## config.mk

```make
export PLATFORM = sky130hd
export DESIGN_NAME = core_pwr_seq
export DESIGN_NICKNAME = d
export VERILOG_FILES = /design/src/rtl/pwr_seq_pkg.sv /design/src/rtl/pwr_dly_cnt.sv /design/src/rtl/pwr_seq_regs.sv /design/src/rtl/pwr_seq_fsm.sv /design/src/rtl/core_pwr_seq.sv
export SDC_FILE = /design/constraint.sdc
export NUM_CORES = 1
export LEC_CHECK = 0
export ABC_AREA = 1
export BUFFER_PORTS_ARGS = -buffer_cell sky130_fd_sc_hd__buf_2
export CORE_ASPECT_RATIO = 0.6
export CORE_MARGIN = 3
export CORE_UTILIZATION = 30
export DETAILED_ROUTE_END_ITERATION = 7
export PLACE_DENSITY_LB_ADDON = 0.12
export REMOVE_ABC_BUFFERS = 1
export SETUP_SLACK_MARGIN = 0.05
export SYNTH_ARGS = -nofsm -noshare
export SYNTH_HDL_FRONTEND = slang
export SYNTH_SLANG_ARGS = --single-unit
export TNS_END_PERCENT = 10
```

## constraint.sdc

```tcl
create_clock -name clk -period 1.6 [get_ports clk]
set_input_delay 0.48 -clock clk [delete_from_list [all_inputs] [get_ports clk]]
set_output_delay 0.48 -clock clk [all_outputs]
set_load 0.005 [all_outputs]
```

## src/rtl/pwr_seq_pkg.sv

```systemverilog
package pwr_seq_pkg;

  typedef enum logic [2:0] {
    ST_RUN  = 3'd0,
    ST_PEND = 3'd1,
    ST_ASRT = 3'd2,
    ST_OFF  = 3'd3,
    ST_WAKE = 3'd4,
    ST_REL  = 3'd5
  } seq_state_t;

  localparam logic [1:0] MODE_NONE = 2'd0;
  localparam logic [1:0] MODE_DEEP = 2'd1;
  localparam logic [1:0] MODE_RETN = 2'd2;

  function automatic logic mode_ok(input logic [31:0] code);
    return (code == 32'd1) || (code == 32'd2);
  endfunction

  function automatic logic [31:0] status_word(input logic restore, input logic busy);
    return {30'd0, busy, restore};
  endfunction

endpackage

```

## src/rtl/pwr_dly_cnt.sv

```systemverilog
module pwr_dly_cnt #(
  parameter int unsigned DLY = 16
) (
  input  logic clk,
  input  logic rst_n,
  input  logic run,
  output logic done
);
  localparam int unsigned CW = (DLY > 1) ? $clog2(DLY) : 1;
  localparam logic [CW-1:0] LAST = CW'(DLY - 1);

  logic [CW-1:0] cnt_q;

  always_ff @(posedge clk or negedge rst_n) begin
    if (!rst_n)       cnt_q <= '0;
    else if (!run)    cnt_q <= '0;
    else if (!done)   cnt_q <= cnt_q + 1'b1;
  end

  assign done = run && (cnt_q == LAST);


  dly_done_chk: assert property (@(posedge clk) disable iff (!rst_n)
    done |-> $past(run))
    else $error("delay done without a running window");
endmodule

```

## src/rtl/pwr_seq_regs.sv

```systemverilog
module pwr_seq_regs
  import pwr_seq_pkg::*;
#(
  parameter int unsigned AW = 4,
  parameter int unsigned DW = 32
) (
  input  logic          clk,
  input  logic          rst_n,
  input  logic          bus_valid,
  input  logic          bus_write,
  input  logic [AW-1:0] bus_addr,
  input  logic [DW-1:0] bus_wdata,
  output logic [DW-1:0] bus_rdata,
  input  logic          busy,
  input  logic [1:0]    cur_mode,
  input  logic          set_restore,
  output logic          cmd_go,
  output logic [1:0]    cmd_mode,
  output logic          wake_go,
  output logic          restore
);
  localparam logic [AW-1:0] A_CMD  = AW'(0);
  localparam logic [AW-1:0] A_STAT = AW'(4);
  localparam logic [AW-1:0] A_WAKE = AW'(8);

  logic wr;
  logic clr_restore;

  assign wr          = bus_valid && bus_write;
  assign cmd_go      = wr && (bus_addr == A_CMD) && !busy && mode_ok(32'(bus_wdata));
  assign cmd_mode    = bus_wdata[1:0];
  assign wake_go     = wr && (bus_addr == A_WAKE);
  assign clr_restore = wr && (bus_addr == A_STAT) && bus_wdata[0];

  always_ff @(posedge clk or negedge rst_n) begin
    if (!rst_n)           restore <= 1'b0;
    else if (set_restore) restore <= 1'b1;
    else if (clr_restore) restore <= 1'b0;
  end

  always_comb begin
    unique case (bus_addr)
      A_CMD:   bus_rdata = DW'(cur_mode);
      A_STAT:  bus_rdata = DW'(status_word(restore, busy));
      default: bus_rdata = '0;
    endcase
  end


  restore_clr_chk: assert property (@(posedge clk) disable iff (!rst_n)
    (clr_restore && !set_restore) |=> !restore)
    else $error("restore flag not cleared");
endmodule

```

## src/rtl/pwr_seq_fsm.sv

```systemverilog
module pwr_seq_fsm
  import pwr_seq_pkg::*;
#(
  parameter int unsigned REL_DLY = 16
) (
  input  logic       clk,
  input  logic       rst_n,
  input  logic       cmd_go,
  input  logic [1:0] cmd_mode,
  input  logic       wake_go,
  input  logic       standby,
  input  logic       pgood,
  output logic       busy,
  output logic [1:0] cur_mode,
  output logic       set_restore,
  output logic       core_pwr_en,
  output logic       core_reset,
  output logic       ram_pwr_en,
  output logic       ram_clamp
);
  seq_state_t st_q, st_d;
  logic [1:0] mode_q;
  logic       rel_done;
  logic       enter_off;

  pwr_dly_cnt #(.DLY(REL_DLY)) u_dly (
    .clk  (clk),
    .rst_n(rst_n),
    .run  (st_q == ST_REL),
    .done (rel_done)
  );

  always_comb begin
    st_d = st_q;
    unique case (st_q)
      ST_RUN:  if (cmd_go) st_d = ST_PEND;
      ST_PEND: if (standby) st_d = ST_ASRT;
      ST_ASRT: st_d = ST_OFF;
      ST_OFF:  if (wake_go && mode_q == MODE_RETN) st_d = ST_WAKE;
      ST_WAKE: if (pgood) st_d = ST_REL;
      ST_REL:  if (rel_done) st_d = ST_RUN;
      default: st_d = ST_WAKE;
    endcase
  end

  assign enter_off = (st_q == ST_ASRT);

  always_ff @(posedge clk or negedge rst_n) begin
    if (!rst_n) begin
      st_q   <= ST_WAKE;
      mode_q <= MODE_NONE;
    end else begin
      st_q <= st_d;
      if (st_q == ST_RUN && cmd_go) mode_q <= cmd_mode;
      else if (st_d == ST_RUN)      mode_q <= MODE_NONE;
    end
  end

  assign busy        = (st_q != ST_RUN);
  assign cur_mode    = mode_q;
  assign set_restore = enter_off && (mode_q == MODE_RETN);
  assign core_pwr_en = (st_q != ST_OFF);
  assign core_reset  = (st_q == ST_ASRT) || (st_q == ST_OFF) ||
                       (st_q == ST_WAKE) || (st_q == ST_REL);
  assign ram_clamp   = (st_q == ST_ASRT) || (st_q == ST_OFF) || (st_q == ST_WAKE);
  assign ram_pwr_en  = !((st_q == ST_OFF) && (mode_q == MODE_DEEP));


  standby_gate_chk: assert property (@(posedge clk) disable iff (!rst_n)
    $fell(core_pwr_en) |-> $past(standby, 2))
    else $error("power removed without standby");

  reset_first_chk: assert property (@(posedge clk) disable iff (!rst_n)
    $fell(core_pwr_en) |-> $past(core_reset))
    else $error("power removed before reset");

  reset_hold_chk: assert property (@(posedge clk) disable iff (!rst_n)
    !core_pwr_en |-> core_reset)
    else $error("reset released while unpowered");

  clamp_hold_chk: assert property (@(posedge clk) disable iff (!rst_n)
    (!core_pwr_en && ram_pwr_en) |-> ram_clamp)
    else $error("RAM unclamped with core off");

  release_pwr_chk: assert property (@(posedge clk) disable iff (!rst_n)
    $fell(core_reset) |-> (core_pwr_en && !ram_clamp))
    else $error("reset released in a bad state");
endmodule

```

## src/rtl/core_pwr_seq.sv

```systemverilog
module core_pwr_seq
  import pwr_seq_pkg::*;
#(
  parameter int unsigned AW      = 4,
  parameter int unsigned DW      = 32,
  parameter int unsigned REL_DLY = 16
) (
  input  logic          clk,
  input  logic          rst_n,
  input  logic          bus_valid,
  input  logic          bus_write,
  input  logic [AW-1:0] bus_addr,
  input  logic [DW-1:0] bus_wdata,
  output logic [DW-1:0] bus_rdata,
  input  logic          core_standby,
  input  logic          core_pgood,
  output logic          core_pwr_en,
  output logic          core_reset,
  output logic          ram_pwr_en,
  output logic          ram_clamp
);
  logic       busy, cmd_go, wake_go, restore, set_restore;
  logic [1:0] cmd_mode, cur_mode;

  pwr_seq_regs #(.AW(AW), .DW(DW)) u_regs (
    .clk        (clk),
    .rst_n      (rst_n),
    .bus_valid  (bus_valid),
    .bus_write  (bus_write),
    .bus_addr   (bus_addr),
    .bus_wdata  (bus_wdata),
    .bus_rdata  (bus_rdata),
    .busy       (busy),
    .cur_mode   (cur_mode),
    .set_restore(set_restore),
    .cmd_go     (cmd_go),
    .cmd_mode   (cmd_mode),
    .wake_go    (wake_go),
    .restore    (restore)
  );

  pwr_seq_fsm #(.REL_DLY(REL_DLY)) u_fsm (
    .clk        (clk),
    .rst_n      (rst_n),
    .cmd_go     (cmd_go),
    .cmd_mode   (cmd_mode),
    .wake_go    (wake_go),
    .standby    (core_standby),
    .pgood      (core_pgood),
    .busy       (busy),
    .cur_mode   (cur_mode),
    .set_restore(set_restore),
    .core_pwr_en(core_pwr_en),
    .core_reset (core_reset),
    .ram_pwr_en (ram_pwr_en),
    .ram_clamp  (ram_clamp)
  );


  restore_set_chk: assert property (@(posedge clk) disable iff (!rst_n)
    (!core_pwr_en && ram_pwr_en) |-> restore)
    else $error("retention off without restore flag");

  deep_off_chk: assert property (@(posedge clk) disable iff (!rst_n)
    (!ram_pwr_en) |-> (!core_pwr_en && core_reset))
    else $error("RAM off while core powered");
endmodule

```

==> metrics.md, run 1 <==
| Metric | Value |
|---|---|
| Status | finished with violations |
| Failing checks | negative setup slack |
| Area of the die | 4080 um2 |
| Drt total wl | 2350 um |
| Vias/cell | ~4.1 |
| Pin count of the biggest net entering global routing | 11 |
| Worst setup margin | -0.0763 ns |
| Post-route minimum period | 1.68 ns |
| First-pass DRT Iterations | 4 |
| Post-DP HPWL | around 2000 um |
| Synth cell types | 25 |
| Yosys reg bits | 10 |
| Worst hold path class | in -> async |
| Clk root buf | clkbuf_8 |
| Final setup vio count | 6 |
| Antenna violations before repair | 0 |
| # rows | 15 |
| Layout net count | 250 |
| Initial DRC Count | 20 |
| Routed Antenna Nets | 0 |
| Max VDD drop | 506 uV |
| Slew Viols, Final | 0 |
| Fin crit share | 1.05 |
| Remaining Overflow, GRT | 0 |
| Leakage | about 0.7 nW |
| Clk_skew | 0.00128 ns |
| Synthesized instance count | ~150 |
| Fraction of layout cells with a size suffix above 1 | 0.427 |
| Drc violations | 0 |
| Synth Area in Simple Gates | 0.372 |
| H-Tree Level Count | 1 |
| Number of global-route vias before repair | 988 |
| CORE AREA | 3020 um2 |
| Via count | 1,022 |
| Pwr dens | 1150 nW/um2 |
| Largest family of logic cells by synthesized area | simple AND/OR/NAND/NOR gates |
| Fmax | ~0.60 GHz |
| Final Hold Fails | 0 |
| Post-Synth XOR/XNOR Area | 0.0175 |
| Max-cap violation count | 0 |
| Ant diodes | 0 |
| CTS tree | yes |
| Die W | approximately 81 um |
| CTS buffer count | 3 |
| Layout area overhead | 32.3% |
| Seq/Total Area, Yosys | 0.252 |
| Die Ht | 50.7 um |
| Starting Density | 0.331 |
| Critical Path RT | 1.12 ns |
| First-pass GRT wire length | 3950 um |
| Port Buffers | 47 |
| Final Core Density | 0.438 |
| Arrival @ worst endpoint | 1.20 ns |
| Pre-CTS setup slack | -0.105 ns |
| RSZ-0062 raised after global routing | yes |
| WL/cell | 9.46 um |
| Clk Latency, worst-skew pair | 0.23 ns |
| TritonCTS Sinks | 10 |
| Crit Path Max Fanout | 3 |
| Hold Slack | 0.0946 ns |
| Worst-path clk slew | 0.04 ns |
| GRT Resource Usage Total | 0.123 |
| Startpoint types | primary input |
| CP Capture Type | primary output |
| Share of synthesized area spent on multiplexers | 0 |
| Post-route setup TNS | -0.324 ns |
| Io pins | roughly 80 |
| Mean area per synthesized cell | around 6.8 um2 |
| Maximum root-to-sink buffer count | 2 |
| Crit Path Class | in -> out |
| Post-synthesis adder-cell area fraction | 0.0125 |
| Final weighted congestion in routability-driven placement | 0.762 |
| Compound-Gate Fraction of Synth Area | 0.0538 |
| Mapped cell area | between 900 and 1000 um2 |
| Ys Warns | 0 |
-- stage by stage --
step	area (um2)	total power, mW	instances
2_1_floorplan	883	0.883	147
3_3_place_gp	1210	1.12	241
3_5_place_dp	1210	1.13	241
4_1_cts	1300	1.51	248
5_1_grt	1320	1.67	248
6_report	1320	1.52	248
-- cell families (layout without fill, tap and decap cells) --
logic type,after synthesis,count (layout)
and+or+nand+nor,79,79
buffers and inverters,47,76
DFF,10,10
AOI/OAI and AO/OA,8,8
xor gates and xnor gates,2,2
adders and majority gates,1,1
other,1,30
-- layout make-up --
cell class                 count  area [um2]
inverter                      17        66.3
fill                         335        1700
tap                           42        52.6
clock buffer                   4        45.0
timing repair buffer          55         295
sequential                    10         251
multi-input combinational    120         612
-- worst max-delay path: stages --
cell and delay, ns:
buf_2 0.10, inv_1 0.06, nand2_2 0.07, nor3_2 0.15, inv_1 0.10, o22ai_1 0.11
buf_2 0.13
-- where the power goes --
group          switching [mW]  internal (mW)
registers              0.0741          0.326
clock network          0.0925          0.174
logic                   0.474          0.376
-- registers in the layout, indices dropped and copies added (netlist names) --
name / count
u_fsm.u_dly.cnt_q: 4
u_fsm.st_q: 3
u_fsm.cur_mode: 2
u_regs.restore: 1
-- Yosys cell counts, drive strengths merged --
| cell | count | area share |
|---|---|---|
| dfstp | 1 | 0.026 |
| a21oi | 1 | 0.0050 |
| conb | 1 | 0.0038 |
| a22o | 1 | 0.0088 |
| dfrtp | 9 | 0.23 |
| o21ai | 2 | 0.014 |
| xor2 | 2 | 0.018 |
| nor2 | 33 | 0.14 |
| nand3 | 10 | 0.078 |
| ha | 1 | 0.013 |
| o211ai | 1 | 0.0075 |
| nor3 | 3 | 0.015 |
| buf | 30 | 0.23 |
| nand2 | 30 | 0.12 |
| inv | 17 | 0.064 |
| o22ai | 3 | 0.019 |
| nor3b | 1 | 0.0075 |
| nand4 | 2 | 0.013 |
-- what timing repair did --
| action | 4_1_cts | 5_1_grt |
|---|---|---|
| resized for setup | 7 | 8 |
| buffers inserted | 3 | 0 |
| hold buffers | 0 | 0 |
| setup endpoints to repair | 6 | 8 |
| pin swaps | 5 | 3 |
-- layout by cell type, fill, tap and decap left out, types with 2 or more instances in the layout --
master | synthesis | layout
buf_2 | 0 | 47
buf_4 | 30 | 8
clkbuf_8 | 0 | 3
conb_1 | 1 | 30
dfrtp_1 | 9 | 9
inv_1 | 11 | 9
inv_2 | 6 | 7
nand2_1 | 29 | 25
nand2_2 | 1 | 5
nand3_1 | 6 | 6
nand3_2 | 3 | 3
nand4_1 | 2 | 2
nor2_1 | 27 | 25
nor2_2 | 5 | 4
nor2_4 | 1 | 4
nor3_1 | 3 | 2
o22ai_1 | 3 | 2
xor2_1 | 2 | 2
-- final timing paths --
path	from	end	slack (ns)	cells past startpoint
min in group clk	bus_wdata[1]	u_fsm.cur_mode[1]	0.50	3
max reg2reg	u_fsm.u_dly.cnt_q[0]	u_fsm.cur_mode[0]	0.14	10
max	bus_addr[1]	bus_rdata[0]	-0.08	7
min	rst_n	u_fsm.u_dly.cnt_q[2]	0.09	1
min reg2reg	u_fsm.u_dly.cnt_q[0]	u_fsm.u_dly.cnt_q[0]	0.51	1
max in group asynchronous	rst_n	u_fsm.st_q[2]	1.25	1
-- metal layers --
metal  track usage  part of all wire
met2         0.203              0.45
met5             0                 0
met4        0.0421            0.0051
met3        0.0341              0.11
met1         0.154              0.44
Note: power is estimated with default switching activity, not from simulation.
==> run 2, diff against run 1 <==
--- a/config.mk
+++ b/config.mk
@@ -7,9 +7,11 @@
 export LEC_CHECK = 0
 export ABC_AREA = 1
 export BUFFER_PORTS_ARGS = -buffer_cell sky130_fd_sc_hd__buf_2
+export CELL_PAD_IN_SITES_DETAIL_PLACEMENT = 0
+export CELL_PAD_IN_SITES_GLOBAL_PLACEMENT = 1
 export CORE_ASPECT_RATIO = 0.6
 export CORE_MARGIN = 3
-export CORE_UTILIZATION = 30
+export CORE_UTILIZATION = 25
 export DETAILED_ROUTE_END_ITERATION = 7
 export PLACE_DENSITY_LB_ADDON = 0.12
 export REMOVE_ABC_BUFFERS = 1
==> run 2 against run 1 <==
Against the previous run: the run still ends with negative setup slack left; clock power rose by 3%; sequential power barely moved; first-iteration DRC count rose by 75%; utilization fell by 8.0 points; clock skew rose by 0.0056 ns; die area rose by 18%; non-clock buffer count rose by 1.
==> metrics.md, run 2 (synthesis results as in run 1) <==
| Metric | Value |
|---|---|
| H-Tree Level Count | 1 (unchanged) |
| Layout net count | 251 (was 250) |
| Met2 usage | 0.149 (was 0.203) |
| Fin crit share | 1.08 (was 1.05) |
| Hold Buf Count CTS | 0 (unchanged) |
| Post-route setup TNS | -0.408 ns (was -0.324 ns) |
| Number of fillers in the final layout | 402 (was 335) |
| Number of global-route vias before repair | 833 (was 988) |
| Max reg flops | 4 (unchanged) |
| Startpoint types | primary input (unchanged) |
| Busiest grt layer | met2 (unchanged) |
| Pin count of the biggest net entering global routing | 11 (unchanged) |
| Crit Path Class | in -> out (unchanged) |
| Pre-CTS setup slack | -0.110 ns (was -0.105 ns) |
| Ant diodes | 0 (unchanged) |
| Max-cap violation count | 0 (unchanged) |
| First-pass DRT Iterations | 2 (was 4) |
| Psw | 640 uW (was 641 uW) |
| GR Util met3 | 0.0192 (was 0.0341) |
| Final weighted congestion in routability-driven placement | 0.771 (was 0.762) |
| Clock Power Share | 0.182 (was 0.176) |
| Leakage | 0.722 nW (was 0.710 nW) |
| CORE AREA | 3740 um2 (was 3020 um2) |
| Sw frac | 0.425 (was 0.423) |
| Port Buffers | 47 (unchanged) |
| Flop pwr share | 0.264 (about the same) |
| Final Core Density | 0.358 (was 0.438) |
| Commonest non-fill, non-tap cell in the layout | buf_2 (unchanged) |
| Reg2Reg Depth | 10 (unchanged) |
| Final Hold Fails | 0 (unchanged) |
| Vias/cell | 3.88 (was 4.12) |
| Starting Density | 0.267 (was 0.331) |
| Clk root buf | clkbuf_8 (unchanged) |
| Area of the die | 4820 um2 (was 4080 um2) |
| CP Capture Type | primary output (unchanged) |
| Status | finished with violations (unchanged) |
| Io pins | 78 (unchanged) |
| Layout area overhead | 33.9% (was 32.3%) |
| Initial DRC Count | 35 (was 20) |
| Register area | 251 um2 (unchanged) |
| FF-to-FF Start | u_fsm.u_dly.cnt_q[1] (was u_fsm.u_dly.cnt_q[0]) |
| Maximum root-to-sink buffer count | 2 (unchanged) |
| Fmax | 0.581 GHz (was 0.597 GHz) |
| Drc violations | 0 (unchanged) |
| Commonest non-fill, non-tap cells in the layout | buf_2 (47), conb_1 (30), nand2_1 (27) (was buf_2 (47), conb_1 (30), nand2_1 (25), nor2_1 (25)) |
| Arrival @ worst endpoint | 1.24 ns (was 1.20 ns) |
| Worst hold path class | in -> async (unchanged) |
| Combinational share of power | 0.555 (was 0.561) |
| Antenna violations before repair | 0 (unchanged) |
| Reg-to-Reg End | u_fsm.cur_mode[1] (was u_fsm.cur_mode[0]) |
| GRT Resource Usage Total | 0.0973 (was 0.123) |
| Critical Path RT | 1.12 ns (about the same) |
| CTS buffer count | 3 (unchanged) |
| Die W | 87.6 um (was 80.5 um) |
| # rows | 17 (was 15) |
| Die Ht | 55.0 um (was 50.7 um) |
| Pwr dens | 1130 nW/um2 (was 1150 nW/um2) |
| Remaining Overflow, GRT | 0 (unchanged) |
| Worst-path clk slew | 0.05 ns (was 0.04 ns) |
| RSZ-0062 raised after global routing | yes (unchanged) |
| Failing checks | negative setup slack (unchanged) |
| Via count | 985 (was 1,022) |
| Post-DP HPWL | 2030 um (was 1990 um) |
| WL/cell | 9.19 um (was 9.46 um) |
| Drt total wl | 2330 um (was 2350 um) |
| Design Power | 1.51 mW (was 1.52 mW) |
| Internal Pwr Total | 868 uW (was 875 uW) |
| First-pass GRT wire length | 3570 um (was 3950 um) |
| Largest reg by FF count | u_fsm.u_dly.cnt_q (unchanged) |
| Clk_skew | 0.00683 ns (was 0.00128 ns) |
| Multi-input logic area | 617 um2 (was 612 um2) |
| Max VDD drop | 668 uV (was 506 uV) |
| CTS tree | yes (unchanged) |
| Crit Path Max Fanout | 3 (unchanged) |
| Worst setup margin | -0.121 ns (was -0.0763 ns) |
| Fraction of layout cells with a size suffix above 1 | 0.420 (was 0.427) |
| Clk Latency, worst-skew pair | 0.24 ns (was 0.23 ns) |
| Slew Viols, Final | 0 (unchanged) |
| TritonCTS Sinks | 10 (unchanged) |
| Post-route minimum period | 1.72 ns (was 1.68 ns) |
| Met1 Usage GRT | 0.136 (was 0.154) |
| Crit path to | bus_rdata[1] (was bus_rdata[0]) |
| Final setup vio count | 6 (unchanged) |
| Worst setup startpoint | bus_addr[0] (was bus_addr[1]) |
| Routed Antenna Nets | 0 (unchanged) |
| Internal reg-to-reg setup slack | 0.14 ns (about the same) |
## run 2: power groups by stage
stage / Clock [mW] / Combinational (mW) / Sequential [mW]
after detailed placement: 0 / 0.766 / 0.390
after floorplan: 0 / 0.492 / 0.390
after global placement: 0 / 0.771 / 0.388
after CTS: 0.284 / 0.834 / 0.396
after global routing: 0.303 / 0.936 / 0.407
final: 0.274 / 0.837 / 0.397
## run 2: how the worst min path moves through the flow
stage          cells after the start                   end  slack, ns
3_5_place_dp                       1  u_fsm.u_dly.cnt_q[3]       0.36
4_1_cts                            1        u_regs.restore        0.1
3_3_place_gp                       1  u_fsm.u_dly.cnt_q[3]       0.36
6_report                           1        u_regs.restore       0.09
2_1_floorplan                      0     u_fsm.cur_mode[0]       0.18
5_1_grt                            1        u_regs.restore        0.1
## run 2: cell type report
class,count,area share
sequential,10,0.188
tap,47,0.0439
timing repair buffer,56,0.226
multi-input combinational,120,0.461
clock buffer,4,0.0336
inverter,17,0.0477
## run 2: stage by stage
step / hold WS, ns / area [um2] / std cells
5_1_grt: 0.0986 / 1340 / 254
3_3_place_gp: 0.361 / 1230 / 248
6_report: 0.0950 / 1340 / 254
3_5_place_dp: 0.356 / 1230 / 248
2_1_floorplan: 0.184 / 883 / 147
4_1_cts: 0.0969 / 1310 / 254
## run 2: repair_timing
item                       in CTS  in global routing
gates resized for setup         6                  7
hold endpoints to repair        0                  0
setup endpoints to repair       6                  8
pin swaps                       4                  3
setup buffers                   2                  0
## run 2: critical path, cell delays in order
cell     delay [ns]
buf_2          0.10
inv_1          0.06
nand2_2        0.08
nor3_4         0.22
inv_2          0.07
o22ai_2        0.11
buf_2          0.13
## run 2: layer usage
layer	part of all wire	wire (um)
met1	0.47	1100
met2	0.43	994
met4	0.0081	19
met3	0.095	221
met5	0	0
==> run 3, diff against run 2 <==
--- a/config.mk
+++ b/config.mk
@@ -5,7 +5,6 @@
 export SDC_FILE = /design/constraint.sdc
 export NUM_CORES = 1
 export LEC_CHECK = 0
-export ABC_AREA = 1
 export BUFFER_PORTS_ARGS = -buffer_cell sky130_fd_sc_hd__buf_2
 export CELL_PAD_IN_SITES_DETAIL_PLACEMENT = 0
 export CELL_PAD_IN_SITES_GLOBAL_PLACEMENT = 1
==> run 3 against run 2 <==
Against the previous run: the flow still finishes with violations (negative setup slack); combinational power is 86% lower; worst setup slack worse by 0.17 ns; sequential power is 35% lower; largest power group is now clock; cell area is 5.0% lower.
==> metrics.md, run 3 <==
| Metric | Value |
|---|---|
| Worst-path clk slew | 0.05 ns (about the same) |
| Drc violations | 0 (unchanged) |
| Maximum root-to-sink buffer count | 2 (unchanged) |
| Commonest non-fill, non-tap cells in the layout | buf_2 (44), conb_1 (30), nor2_1 (9), buf_4 (9), dfrtp_1 (9) (was buf_2 (47), conb_1 (30), nand2_1 (27)) |
| Routed Antenna Nets | 0 (unchanged) |
| Final setup vio count | 8 (was 6) |
| Vias/cell | 4.26 (was 3.88) |
| Clk Latency, worst-skew pair | 0.24 ns (about the same) |
| Reg-to-Reg End | u_fsm.st_q[0] (was u_fsm.cur_mode[1]) |
| Prevailing post-synth register cell | dfrtp_1 (unchanged) |
| Layout net count | 215 (was 251) |
| FF-to-FF Start | u_fsm.st_q[1] (was u_fsm.u_dly.cnt_q[1]) |
| Max reg flops | 4 (unchanged) |
| Reg2Reg Depth | 4 (was 10) |
| # rows | 16 (was 17) |
| Slew Viols, Final | 0 (unchanged) |
| Final Core Density | 0.376 (was 0.358) |
| Remaining Overflow, GRT | 0 (unchanged) |
| Ys Warns | 0 (unchanged) |
| Post-DP HPWL | 2190 um (was 2030 um) |
| Flop pwr share | 0.374 (was 0.264) |
| Synth cell types | 36 (was 25) |
| Commonest non-fill, non-tap cell in the layout | buf_2 (unchanged) |
| Psw | 159 uW (was 640 uW) |
| First-pass GRT wire length | 4080 um (was 3570 um) |
| CORE AREA | 3380 um2 (was 3740 um2) |
| Failing checks | negative setup slack (unchanged) |
| Pre-CTS setup slack | -0.651 ns (was -0.110 ns) |
| Area contributors post-synth | buf_4 (24%), dfrtp_1 (24%), nor2_1 (4.1%), nor4_1 (3.4%), dfstp_2 (2.8%) (was buf_4 (23%), dfrtp_1 (23%), nand2_1 (11%), nor2_1 (10%), inv_1 (4.1%)) |
| Combinational share of power | 0.170 (was 0.555) |
| Antenna violations before repair | 0 (unchanged) |
| Yosys reg bits | 10 (unchanged) |
| GR Util met3 | 0.0280 (was 0.0192) |
| Port Buffers | 47 (unchanged) |
| Final instance area | 1270 um2 (was 1340 um2) |
| Clk_skew | 0.00328 ns (was 0.00683 ns) |
| Internal reg-to-reg setup slack | -0.10 ns (was 0.14 ns) |
| Layout area overhead | 37.9% (was 33.9%) |
| Top-area cell type share of the netlist area | 0.244 (was 0.225) |
| Status | finished with violations (unchanged) |
| CP top delay family | simple AND/OR/NAND/NOR gates (was buffers and inverters) |
| Post-synth top cells | buf_4 (30), nor2_1 (10), dfrtp_1 (9), nand2_1 (6), nor4_1 (5) (was buf_4 (30), nand2_1 (29), nor2_1 (27), inv_1 (11), dfrtp_1 (9)) |
| Ant diodes | 0 (unchanged) |
| Worst path buffer plus inverter count | 1 (was 4) |
| GRT Resource Usage Total | 0.116 (was 0.0973) |
| Asr flop ratio synth | 1.00 (unchanged) |
| Synthesized instance count | 114 (was 148) |
| CTS buffer count | 3 (unchanged) |
| Die Ht | 53.0 um (was 55.0 um) |
| H-Tree Level Count | 1 (unchanged) |
| Critical-path top delay cell | or4_1 (was nor3_4) |
| Fraction of layout cells with a size suffix above 1 | 0.427 (was 0.420) |
| Io pins | 78 (unchanged) |
| Sw frac | 0.229 (was 0.425) |
| Hold Buf Count CTS | 0 (unchanged) |
| CTS tree | yes (unchanged) |
| Clk root buf | clkbuf_8 (unchanged) |
| Max VDD drop | 222 uV (was 668 uV) |
| Via count | 920 (was 985) |
| Final weighted congestion in routability-driven placement | 0.755 (was 0.771) |
| Final Hold Fails | 0 (unchanged) |
| Met2 usage | 0.196 (was 0.149) |
| Number of enable flip-flop cells after synthesis | 0 (unchanged) |
| Post-route minimum period | 1.89 ns (was 1.72 ns) |
| WL/cell | 12.0 um (was 9.19 um) |
| Largest reg by FF count | u_fsm.u_dly.cnt_q (unchanged) |
| TritonCTS Sinks | 10 (unchanged) |
| Crit Path Max Fanout | 3 (unchanged) |
| Design Power | 696 uW (was 1.51 mW) |
| First-pass DRT Iterations | 6 (was 2) |
| Worst setup margin | -0.293 ns (was -0.121 ns) |
| Fmax | 0.528 GHz (was 0.581 GHz) |
| Post-Place Cell Area | 1160 um2 (was 1230 um2) |
| Startpoint types | primary input (unchanged) |
| Fin crit share | 1.18 (was 1.08) |
| Internal Pwr Total | 537 uW (was 868 uW) |
| Max-cap violation count | 0 (unchanged) |
| Most common cell in the netlist | buf_4 (unchanged) |
| Crit Path Class | in -> reg (was in -> out) |
| Seq/Total Area, Yosys | 0.273 (was 0.252) |
| Busiest grt layer | met2 (unchanged) |
| Pwr dens | 548 nW/um2 (was 1130 nW/um2) |
| Met1 Usage GRT | 0.150 (was 0.136) |
| Critical Path RT | 1.76 ns (was 1.12 ns) |
| RSZ-0062 raised after global routing | yes (unchanged) |
| CP Capture Type | flop (was primary output) |
| Initial DRC Count | 38 (was 35) |
| Pin count of the biggest net entering global routing | 11 (unchanged) |
| Leakage | 0.632 nW (was 0.722 nW) |
| Drt total wl | 2600 um (was 2330 um) |
| Mapped cell area | 922 um2 (was 1000 um2) |
| Area of the die | 4480 um2 (was 4820 um2) |
| Clock Power Share | 0.456 (was 0.182) |
| Post-CTS Setup Inserts | 0 (was 2) |
| Dominant cell type by area after synthesis | buf_4 (unchanged) |
| Die W | 84.4 um (was 87.6 um) |
| Mean area per synthesized cell | 8.09 um2 (was 6.75 um2) |
| Number of global-route vias before repair | 862 (was 833) |
| Hold Slack | 0.0982 ns (was 0.0950 ns) |
| Worst hold path class | in -> async (unchanged) |
| Critical path cell sequence | buf_6 > or4_1 > or3_1 > or4_4 > o211ai_2 (was buf_2 > inv_1 > nand2_2 > nor3_4 > inv_2 > o22ai_2 > buf_2) |
| Starting Density | 0.273 (was 0.267) |
| Critical Path Max Stage Delay | 0.50 ns (was 0.22 ns) |
| Arrival @ worst endpoint | 2.05 ns (was 1.24 ns) |
| Critical path depth | 5 (was 7) |
run 3: cell types whose count changed after synthesis, moves of 4 or more:
cell / delta
inv_1: -9
inv_2: -6
nand2_1: -23
nand2b_1: +4
nor2_1: -17
nor2_2: -5
nor4_1: +5
run 3: layout make-up:
type	instances	area [um2]
Sequential cell	10	251
Inverter	2	7.51
Timing Repair Buffer	57	333
Tap cell	45	56.3
Fill cell	339	2110
Multi-Input combinational cell	98	568
Clock buffer	4	55.1
run 3: layer usage:
metal	wire length [um]	vias to the layer above
li1	-	459
met1	1150	410
met2	1190	47
met3	221	4
met4	31	0
met5	0	-
run 3: timing repair:
action	in CTS	in global routing
gates resized for setup	9	2
pin swaps	2	3
hold endpoints to repair	0	0
setup endpoints to repair	9	9
run 3: stage by stage:
| step | std cells | TNS [ns] |
|---|---|---|
| after floorplan | 110 | -1.44 |
| after global routing | 216 | -1.65 |
| after detailed placement | 212 | -2.45 |
| after CTS | 216 | -1.34 |
| final | 216 | -1.36 |
| after global placement | 212 | -2.43 |
run 3: power by group through the flow:
| stage | clock network [mW] | logic [mW] | registers, mW |
|---|---|---|---|
| after floorplan | 0 | 0.0345 | 0.264 |
| after global placement | 0 | 0.103 | 0.264 |
| after detailed placement | 0 | 0.106 | 0.264 |
| after CTS | 0.328 | 0.115 | 0.260 |
| after global routing | 0.346 | 0.133 | 0.261 |
| final | 0.317 | 0.119 | 0.260 |
run 3: logic make-up (layout without fill, tap and decap cells):
logic type / after synthesis / count (layout) / share of synthesized area
adder cells (fa/ha/maj): 1 / 1 / 0.0136
other: 1 / 30 / 0.00407
buffers and inverters: 35 / 63 / 0.265
XOR/XNOR: 1 / 1 / 0.00950
AO/OA/AOI/OAI: 15 / 15 / 0.106
AND/OR/NAND/NOR: 48 / 48 / 0.296
multiplexers: 3 / 3 / 0.0339
flip-flops: 10 / 10 / 0.273
run 3: worst register-to-register path, stage by stage, from the launching register on:
cell      delay (ns)
dfrtp_1         0.41
nor3_1          0.38
nand4_1         0.16
or4_4           0.53
o211ai_2        0.14
run 3: worst max path at each step:
stage | from | end | slack [ns]
after CTS | bus_wdata[29] | u_fsm.st_q[0] | -0.29
after global placement | bus_wdata[29] | u_fsm.st_q[0] | -0.65
after global routing | bus_wdata[30] | u_fsm.st_q[0] | -0.33
after floorplan | bus_wdata[29] | u_fsm.st_q[0] | -0.49
after detailed placement | bus_wdata[29] | u_fsm.st_q[0] | -0.65
final | bus_wdata[30] | u_fsm.st_q[0] | -0.29
